### config.mk
export PLATFORM = sky130hd
export DESIGN_NAME = sdec_top
export DESIGN_NICKNAME = d
export VERILOG_FILES = /design/src/rtl/sdec_pkg.sv /design/src/rtl/sdec_ctrl.sv /design/src/rtl/sdec_dpath.sv /design/src/rtl/sdec_top.sv
export SDC_FILE = /design/constraint.sdc
export NUM_CORES = 1
export LEC_CHECK = 0
export ABC_AREA = 1
export BUFFER_PORTS_ARGS = -buffer_cell sky130_fd_sc_hd__buf_4
export CORE_MARGIN = 2
export CORE_UTILIZATION = 35
export CTS_BUF_LIST = sky130_fd_sc_hd__clkbuf_8 sky130_fd_sc_hd__clkbuf_16
export CTS_CLUSTER_DIAMETER = 200
export DETAILED_ROUTE_END_ITERATION = 6
export HOLD_SLACK_MARGIN = 0.02
export MAX_ROUTING_LAYER = met4
export PLACE_DENSITY_LB_ADDON = 0.1
export SLEW_MARGIN = 15
export SYNTH_ARGS = -nofsm -noshare
export SYNTH_HDL_FRONTEND = slang
export SYNTH_SLANG_ARGS = --single-unit
### constraint.sdc
create_clock -name clk -period 4 [get_ports clk]
set_clock_uncertainty 0.05 [all_clocks]
set_input_delay 0.8 -clock clk [delete_from_list [all_inputs] [get_ports clk]]
set_output_delay 0.8 -clock clk [all_outputs]
set_load 0.1 [all_outputs]
### src/rtl/sdec_pkg.sv
package sdec_pkg;
  localparam int PAYLOAD_W = 10;
  localparam int FIRST_REG_CMD = 3;
  localparam int LAST_REG_CMD = 13;
  localparam int NUM_REGS = LAST_REG_CMD - FIRST_REG_CMD + 1;
  localparam int SCREEN_CMD = 4;
  localparam int DISP_SLOT = SCREEN_CMD - FIRST_REG_CMD;

  typedef enum logic [1:0] {
    TGT_CHAR     = 2'd0,
    TGT_SUBLINE  = 2'd1,
    TGT_MAINLINE = 2'd2
  } target_e;

  typedef struct packed {
    logic                 ldPtr;
    logic                 ldHold;
    logic                 wrMem;
    logic                 ldReg;
    logic [3:0]           regIdx;
    logic [PAYLOAD_W-1:0] payload;
  } strobe_t;
endpackage

### src/rtl/sdec_ctrl.sv
module sdec_ctrl
  import sdec_pkg::*;
(
  input  logic    clk,
  input  logic    rstN,
  input  logic    csN,
  input  logic    sclk,
  input  logic    sdi,
  output strobe_t st,
  output logic    armed
);
  typedef enum logic {FR_HEAD, FR_TAIL} frame_e;

  logic [1:0] csSy, sckSy, sdSy;
  logic       sckPrev;
  logic [6:0] shReg;
  logic [2:0] bitCnt;
  frame_e     frame;
  logic [3:0] cmdNum;
  logic [2:0] hiBits;

  logic       csS, sckS, sdS, sckRise, byteDone, execute;
  logic [7:0] rxByte;

  assign csS      = csSy[1];
  assign sckS     = sckSy[1];
  assign sdS      = sdSy[1];
  assign sckRise  = sckS & ~sckPrev;
  assign rxByte   = {shReg, sdS};
  assign byteDone = armed & ~csS & sckRise & (bitCnt == 3'd7);
  assign execute  = byteDone & (frame == FR_TAIL) & ~rxByte[7];

  always_ff @(posedge clk or negedge rstN) begin
    if (!rstN) begin
      csSy    <= 2'b00;
      sckSy   <= 2'b00;
      sdSy    <= 2'b00;
      sckPrev <= 1'b0;
    end else begin
      csSy    <= {csSy[0], csN};
      sckSy   <= {sckSy[0], sclk};
      sdSy    <= {sdSy[0], sdi};
      sckPrev <= sckS;
    end
  end

  always_ff @(posedge clk or negedge rstN) begin
    if (!rstN) begin
      armed  <= 1'b0;
      bitCnt <= '0;
      shReg  <= '0;
      frame  <= FR_HEAD;
      cmdNum <= '0;
      hiBits <= '0;
    end else begin
      if (csS) begin
        // select high: release from reset, drop partial byte and pending head
        armed  <= 1'b1;
        bitCnt <= '0;
        frame  <= FR_HEAD;
      end else if (armed && sckRise) begin
        shReg  <= rxByte[6:0];
        bitCnt <= bitCnt + 3'd1;
        if (bitCnt == 3'd7) begin
          if (rxByte[7]) begin
            frame  <= FR_TAIL;
            cmdNum <= rxByte[6:3];
            hiBits <= rxByte[2:0];
          end else begin
            frame <= FR_HEAD;
          end
        end
      end
    end
  end

  always_comb begin
    st         = '0;
    st.payload = {hiBits, rxByte[6:0]};
    st.regIdx  = cmdNum - 4'(FIRST_REG_CMD);
    if (execute) begin
      st.ldPtr  = (cmdNum == 4'd0);
      st.ldHold = (cmdNum == 4'd1);
      st.wrMem  = (cmdNum == 4'd2);
      st.ldReg  = (cmdNum >= 4'(FIRST_REG_CMD)) && (cmdNum <= 4'(LAST_REG_CMD));
    end
  end
endmodule

### src/rtl/sdec_dpath.sv
module sdec_dpath
  import sdec_pkg::*;
#(
  parameter int ROWS  = 12,
  parameter int COLS  = 24,
  parameter int ROW_W = 4,
  parameter int COL_W = 5
) (
  input  logic                          clk,
  input  logic                          rstN,
  input  strobe_t                       st,
  output logic                          memWe,
  output logic [1:0]                    memTarget,
  output logic [ROW_W-1:0]              memRow,
  output logic [COL_W-1:0]              memCol,
  output logic [2*PAYLOAD_W-1:0]        memData,
  output logic [ROW_W-1:0]              ptrRow,
  output logic [COL_W-1:0]              ptrCol,
  output logic [NUM_REGS*PAYLOAD_W-1:0] ctlRegs,
  output logic                          displayOn
);
  logic                 lineSel;
  logic [PAYLOAD_W-1:0] holdReg;
  logic [PAYLOAD_W-1:0] regBank [NUM_REGS];
  target_e              nextTgt;

  always_comb begin
    if (!lineSel)       nextTgt = TGT_CHAR;
    else if (ptrCol[0]) nextTgt = TGT_MAINLINE;
    else                nextTgt = TGT_SUBLINE;
  end

  always_ff @(posedge clk or negedge rstN) begin
    if (!rstN) begin
      lineSel   <= 1'b0;
      holdReg   <= '0;
      ptrRow    <= '0;
      ptrCol    <= '0;
      memWe     <= 1'b0;
      memTarget <= '0;
      memRow    <= '0;
      memCol    <= '0;
      memData   <= '0;
    end else begin
      memWe <= 1'b0;
      if (st.ldPtr) begin
        lineSel <= st.payload[9];
        ptrRow  <= ROW_W'(st.payload[8:5]);
        ptrCol  <= COL_W'(st.payload[4:0]);
      end
      if (st.ldHold) holdReg <= st.payload;
      if (st.wrMem) begin
        memWe     <= 1'b1;
        memData   <= {holdReg, st.payload};
        memRow    <= ptrRow;
        memCol    <= ptrCol;
        memTarget <= nextTgt;
        if (ptrCol == COL_W'(COLS - 1)) begin
          ptrCol <= '0;
          ptrRow <= (ptrRow == ROW_W'(ROWS - 1)) ? '0 : ptrRow + 1'b1;
        end else begin
          ptrCol <= ptrCol + 1'b1;
        end
      end
    end
  end

  always_ff @(posedge clk or negedge rstN) begin
    if (!rstN) begin
      for (int i = 0; i < NUM_REGS; i++) regBank[i] <= '0;
    end else if (st.ldReg) begin
      for (int i = 0; i < NUM_REGS; i++)
        if (st.regIdx == 4'(i)) regBank[i] <= st.payload;
    end
  end

  for (genvar g = 0; g < NUM_REGS; g++) begin : g_flat
    assign ctlRegs[g*PAYLOAD_W +: PAYLOAD_W] = regBank[g];
  end

  assign displayOn = regBank[DISP_SLOT][0];
endmodule

### src/rtl/sdec_top.sv
module sdec_top
  import sdec_pkg::*;
#(
  parameter int ROWS = 12,
  parameter int COLS = 24
) (
  input  logic                              clk,
  input  logic                              rstN,
  input  logic                              csN,
  input  logic                              sclk,
  input  logic                              sdi,
  output logic                              memWe,
  output logic [1:0]                        memTarget,
  output logic [$clog2(ROWS)-1:0]           memRow,
  output logic [$clog2(COLS)-1:0]           memCol,
  output logic [2*PAYLOAD_W-1:0]            memData,
  output logic [$clog2(ROWS)-1:0]           ptrRow,
  output logic [$clog2(COLS)-1:0]           ptrCol,
  output logic [NUM_REGS*PAYLOAD_W-1:0]     ctlRegs,
  output logic                              displayOn
);
  localparam int ROW_W = $clog2(ROWS);
  localparam int COL_W = $clog2(COLS);

  strobe_t stb;
  logic    armed;

  sdec_ctrl ctrl_i (
    .clk  (clk),
    .rstN (rstN),
    .csN  (csN),
    .sclk (sclk),
    .sdi  (sdi),
    .st   (stb),
    .armed(armed)
  );

  sdec_dpath #(.ROWS(ROWS), .COLS(COLS), .ROW_W(ROW_W), .COL_W(COL_W)) dpath_i (
    .clk      (clk),
    .rstN     (rstN),
    .st       (stb),
    .memWe    (memWe),
    .memTarget(memTarget),
    .memRow   (memRow),
    .memCol   (memCol),
    .memData  (memData),
    .ptrRow   (ptrRow),
    .ptrCol   (ptrCol),
    .ctlRegs  (ctlRegs),
    .displayOn(displayOn)
  );
endmodule

== Word-level counts from Yosys, hierarchy flattened ==
Cells that the tools add are included.
Word-level totals
  logic and storage cells: 98
  output and inout bits: 152
  bits in registers: 188
Operators by class
  bitwise operators: 9
  reduce and logical (&&, ||, !) cells: 21
  equality and inequality tests: 15
  mux-type cells: 17
  magnitude comparators: 2
  $add $sub $neg: 4
Operator list (number)
  $reduce_and 2->1: 13
  $mux 4: 5
  $eq 4x3->1 const B: 4
  $eq 4x4->1 const B: 4
  $mux 5: 3
  $eq 4x2->1 const B: 3
  $eq 4x1->1 const B: 2
  $logic_not 4->1: 2
  $and 1x1->1: 6
  $mux 3: 2
  $reduce_bool 2->1: 3
  $add 5x1->5 const B: 1
  $eq 5x5->1 const B: 1
  $mux 1: 5
  $add 4x1->4 const B: 1
  $ge 4x2->1 const B: 1
  $le 4x4->1 const B: 1
  $mux 2: 2
  $reduce_and 4->1: 1
  $sub 4x2->4 const B: 1
  $add 3x1->3 const B: 1
  $eq 3x3->1 const B: 1
  $not 1->1: 3
  $logic_and 1x1->1: 2

== Depth between registers and ports, before layout ==
  word-level depth: 10
  depth in mapped cells: 12
  mapped depth without buffers: 9

== By module ==
A second synthesis with hierarchy kept.
Second synthesis, totals
  cells, all modules: 759
  area total of the unflattened synthesis: 7531.0 um^2
Modules (own cells, without submodules)
  sdec_dpath: cells each 626, area an instance 6336.1 um^2, instances 1
  sdec_ctrl: cells each 133, area an instance 1194.9 um^2, instances 1

== Worst setup path before layout ==
OpenSTA, ideal clock, no wires.
  path type: flip-flop to flip-flop
  start point: register dpath_i.ptrCol[0]
  end point: register dpath_i.ptrRow[3]
  data required time: 3.837 ns
  period minus slack after synthesis: 2.222 ns
  slack: 1.778 ns
  stages on the path, launching flop included: 9
  arrival time: 2.059 ns
  path buffers: 0
  cells stage by stage: dfrtp_1 -> ha_1 -> nand3_1 -> nor2_1 -> nand4_1 -> inv_1 -> nand2_1 -> nand2_1 -> inv_1
Between the ends
  word-level cells in the longest chain between the ends: 3
Ends and longest elaborated chain
  from (decl): RTL line sdec_dpath.sv:18  | output logic [COL_W-1:0] ptrCol,
  from (signal assigned): RTL line sdec_dpath.sv:49  | ptrCol <= COL_W'(st.payload[4:0]);
  from (signal assigned): RTL line sdec_dpath.sv:62  | ptrCol <= ptrCol + 1'b1;
  $eq 5x5->1: RTL line sdec_dpath.sv:58  | if (ptrCol == COL_W'(COLS - 1)) begin
  $mux 4: RTL line sdec_dpath.sv:58
  $mux 4: RTL line sdec_dpath.sv:52  | if (st.wrMem) begin
  to (signal assigned): RTL line sdec_dpath.sv:48  | ptrRow <= ROW_W'(st.payload[8:5]);
  to (signal assigned): RTL line sdec_dpath.sv:60  | ptrRow <= (ptrRow == ROW_W'(ROWS - 1)) ? '0 : ptrRow + 1'b1;
  to (decl): RTL line sdec_dpath.sv:17  | output logic [ROW_W-1:0] ptrRow,
Every way passes these cells.
A chain may end at the register's enable or synchronous reset.

== Final worst setup path ==
  start point: register ctrl_i.bitCnt[0]
  end point: register dpath_i.regBank (netlist bit dpath_i.ctlRegs[7])
Between the ends
  word-level cells in the longest chain between the ends: 6
Ends and longest elaborated chain
  from (decl): RTL line sdec_ctrl.sv:17  | logic [2:0] bitCnt;
  from (signal assigned): RTL line sdec_ctrl.sv:63  | bitCnt <= bitCnt + 3'd1;
  $eq 3x3->1: RTL line sdec_ctrl.sv:30  | assign byteDone = armed & ~csS & sckRise & (bitCnt == 3'd7);
  $and 1x1->1: RTL line sdec_ctrl.sv:30
  $and 1x1->1 (2 in series): RTL line sdec_ctrl.sv:31  | assign execute = byteDone & (frame == FR_TAIL) & ~rxByte[7];
  $mux 4: RTL line sdec_ctrl.sv:81  | if (execute) begin
  $reduce_and 2->1 (no source line)
  to (signal, indexed assignment): RTL line sdec_dpath.sv:73  | if (st.regIdx == 4'(i)) regBank[i] <= st.payload;
  to (decl): RTL line sdec_dpath.sv:24  | logic [PAYLOAD_W-1:0] regBank [NUM_REGS];
Every way passes these cells.

==> flow_summary.yaml <==
sta:
  finalSetupTns_ns: 0
  max_freq_mhz: 343
  slew_headroom_pct: 38.6
  rsz0062_at_grt: "no"
  maxSlewViolCount: 0
  finalCritPeriodShare_pct: 72.8
  finalSetupViolations: 0
  tightestPinTransition_ns: 0.920
  min_period_ns: 2.91
  hold_viol: 0
cells_and_area:
  n_fill_cell: 2069
  antenna_cells: 0
  drive_above_1_share_pct: 25.9
  synthToLayoutAreaGrowth_pct: 24.5
  ff_latch_area_sq_mm: 0.00470
  multiInputGateArea_sq_mm: 0.00227
  post-route-util_pct: 44.4
  nNetsFinal: 887
min_path:
  hold_path.class: "flop to flop"
place:
  portBuffers: 156
  hpwlAfterDp_mm: 12.0
  place_congestion: 0.789
synth:
  yosysSeqAreaShare_pct: 62.8
  ys_top_cells_by_count: "nand2_1 (239), dfrtp_1 (188), o21ai_1 (86)"
  syn_nets: 756
  yosysTopAreaCellShare_pct: 62.8
  yosysWarnings: 0
  synth_top_area_cell: "dfrtp_1"
  synth_flop_cell: "dfrtp_1"
  synth_cells: 747
  synth_area_sq_mm: 0.00749
  syn_avg_cell_area_sq_um: 10.0
  synth_area_leaders: "dfrtp_1 (63%), nand2_1 (12%), o21ai_1 (5.7%)"
  synthArstFlopShare_pct: 100
  ys_types: 29
  synth_edf_count: 0
  yosysMostFrequentCell: "nand2_1"
  ys_seq_elements: 188
global_route:
  grt_pass1_vias: 5245
  overflow: 0
  grt_pass1_wl_mm: 30.0
  grt_max_degree: 98
  track_usage_pct: 18.0
  antenna_found_initial: 0
clocking:
  numCtsBuffers: 17
  cts_setup_buffers: 0
  cts_tree: "yes"
  clk_latency_ns: 0.43
  cts_sinks: 188
  path_clk_slew_ns: 0.07
  cts-htree-levels: 4
  cts-root-buf: "clkbuf_16"
  cts_buffer_depth: 2
  cts_hold_buf: 0
  post_cts_resized: 0
route:
  vias: 5414
  wl_mm: 19.1
  viasPerCell: 4.64
  routedWlPerCell_um: 16.3
  ant_nets: 0
  drtIter0Drc: 313
  first_pass_iters: 5
  post-route-drc-count: 0
floorplanning:
  initial_core_util_pct: 35.7
  die_height_um: 150
  die_x_um: 150
  row_count: 53
  die-area_sq_mm: 0.0226
  core_sq_mm: 0.0210
  ios: 157
pwr:
  p_per_area_mw_per_mm2: 423
  p_total_mw: 3.95
  ir_worst_vdd_mv: 0.313
  leakagePower_nw: 4.82
status:
  run_status: "complete, no violations"
worst_setup_path:
  critical_path_class: "flop to flop"
  crit_arrival_ns: 3.13
  critPathRequiredTime_ns: 4.22
  cp-end-kind: "flop"
  r2r_setup_slack_ns: 1.09
  worstPathMaxFanout: 20
  start_kind: "flop"
job:
  cap_violations: 0
==> cell type report <==
type	instances	area share, %
Clock buffer	19	4.86
Clock inverter	13	2.01
Inverter	38	1.61
Multi-Input combinational cell	473	24.3
Sequential cell	188	50.4
Tap cell	275	3.69
Timing Repair Buffer	160	13.1
==> critical path, stage by stage (launching register included) <==
cell and delay, ns:
dfrtp_1 0.37, ha_1 0.16, ha_1 0.18, nand2_2 0.06
nor2_2 0.38, nand2_1 0.17, nor2_4 0.53, nand2_1 0.58
nand2_1 0.18, o21ai_0 0.09
==> metal layers <==
metal | global-route usage (%) | share of wire [%]
met1 | 25.1 | 49
met2 | 26.7 | 46
met3 | 3.27 | 4.0
met4 | 5.99 | 1.4
met5 | - | 0
==> cell usage in the layout, fill, tap and decap left out, types with 4 or more instances in the layout <==
cell,n
o21ai_2,15
inv_1,34
o21ai_1,86
nand2_1,239
nand3_1,21
nor2_1,12
dfrtp_1,188
bufinv_16,4
buf_4,158
nand4_1,15
inv_6,5
o21ai_0,54
ha_1,4
clkbuf_16,17
nand2_4,10
==> registers in the layout, indices dropped and copies added, names as in the netlist, 3 cells and up <==
signal / cells
dpath_i.ptrRow: 4
ctrl_i.shReg: 7
dpath_i.memData: 20
ctrl_i.hiBits: 3
dpath_i.ctlRegs: 110
dpath_i.memRow: 4
dpath_i.ptrCol: 5
dpath_i.memCol: 5
ctrl_i.bitCnt: 3
dpath_i.holdReg: 10
ctrl_i.cmdNum: 4
==> cells by family (layout without fill, tap and decap cells) <==
family                     after synthesis  in the layout  share of synthesized area, %
AOI/OAI and AO/OA                      158            158                          11.4
and+or+nand+nor                        310            310                          18.1
buffers and inverters                   86            230                          6.95
xor gates and xnor gates                 1              1                         0.117
adders and majority gates                4              4                         0.668
DFF                                    188            188                          62.8
==> stage by stage <==
step | area (sq um) | hold slack [ns] | instances | worst slack (ns)
after floorplan | 7490 | 0.281 | 747 | 1.78
after global placement | 8690 | 0.288 | 1134 | 1.18
after detailed placement | 8690 | 0.286 | 1134 | 1.11
after CTS | 9330 | 0.301 | 1166 | 1.08
after global routing | 9330 | 0.320 | 1166 | 0.782
final | 9330 | 0.301 | 1166 | 1.09
==> where the power goes <==
part           internal, mW  switching [mW]
clock network          1.09           0.746
logic                0.0178           0.164
registers              1.92          0.0101
total                  3.03           0.920
==> worst paths after layout <==
| check | start | endpoint | cells past startpoint |
|---|---|---|---|
| setup reg to reg | ctrl_i.bitCnt[0] | dpath_i.ctlRegs[7] | 9 |
| setup / recovery | ctrl_i.bitCnt[0] | dpath_i.ctlRegs[7] | 9 |
| max in group asynchronous | rstN | dpath_i.ptrCol[4] | 2 |
| hold / removal | ctrl_i.sdSy[0] | ctrl_i.sdSy[1] | 0 |
| hold reg to reg | ctrl_i.sdSy[0] | ctrl_i.sdSy[1] | 0 |
| min in group asynchronous | rstN | dpath_i.ctlRegs[2] | 1 |
Power figures use the tool's default switching activity.
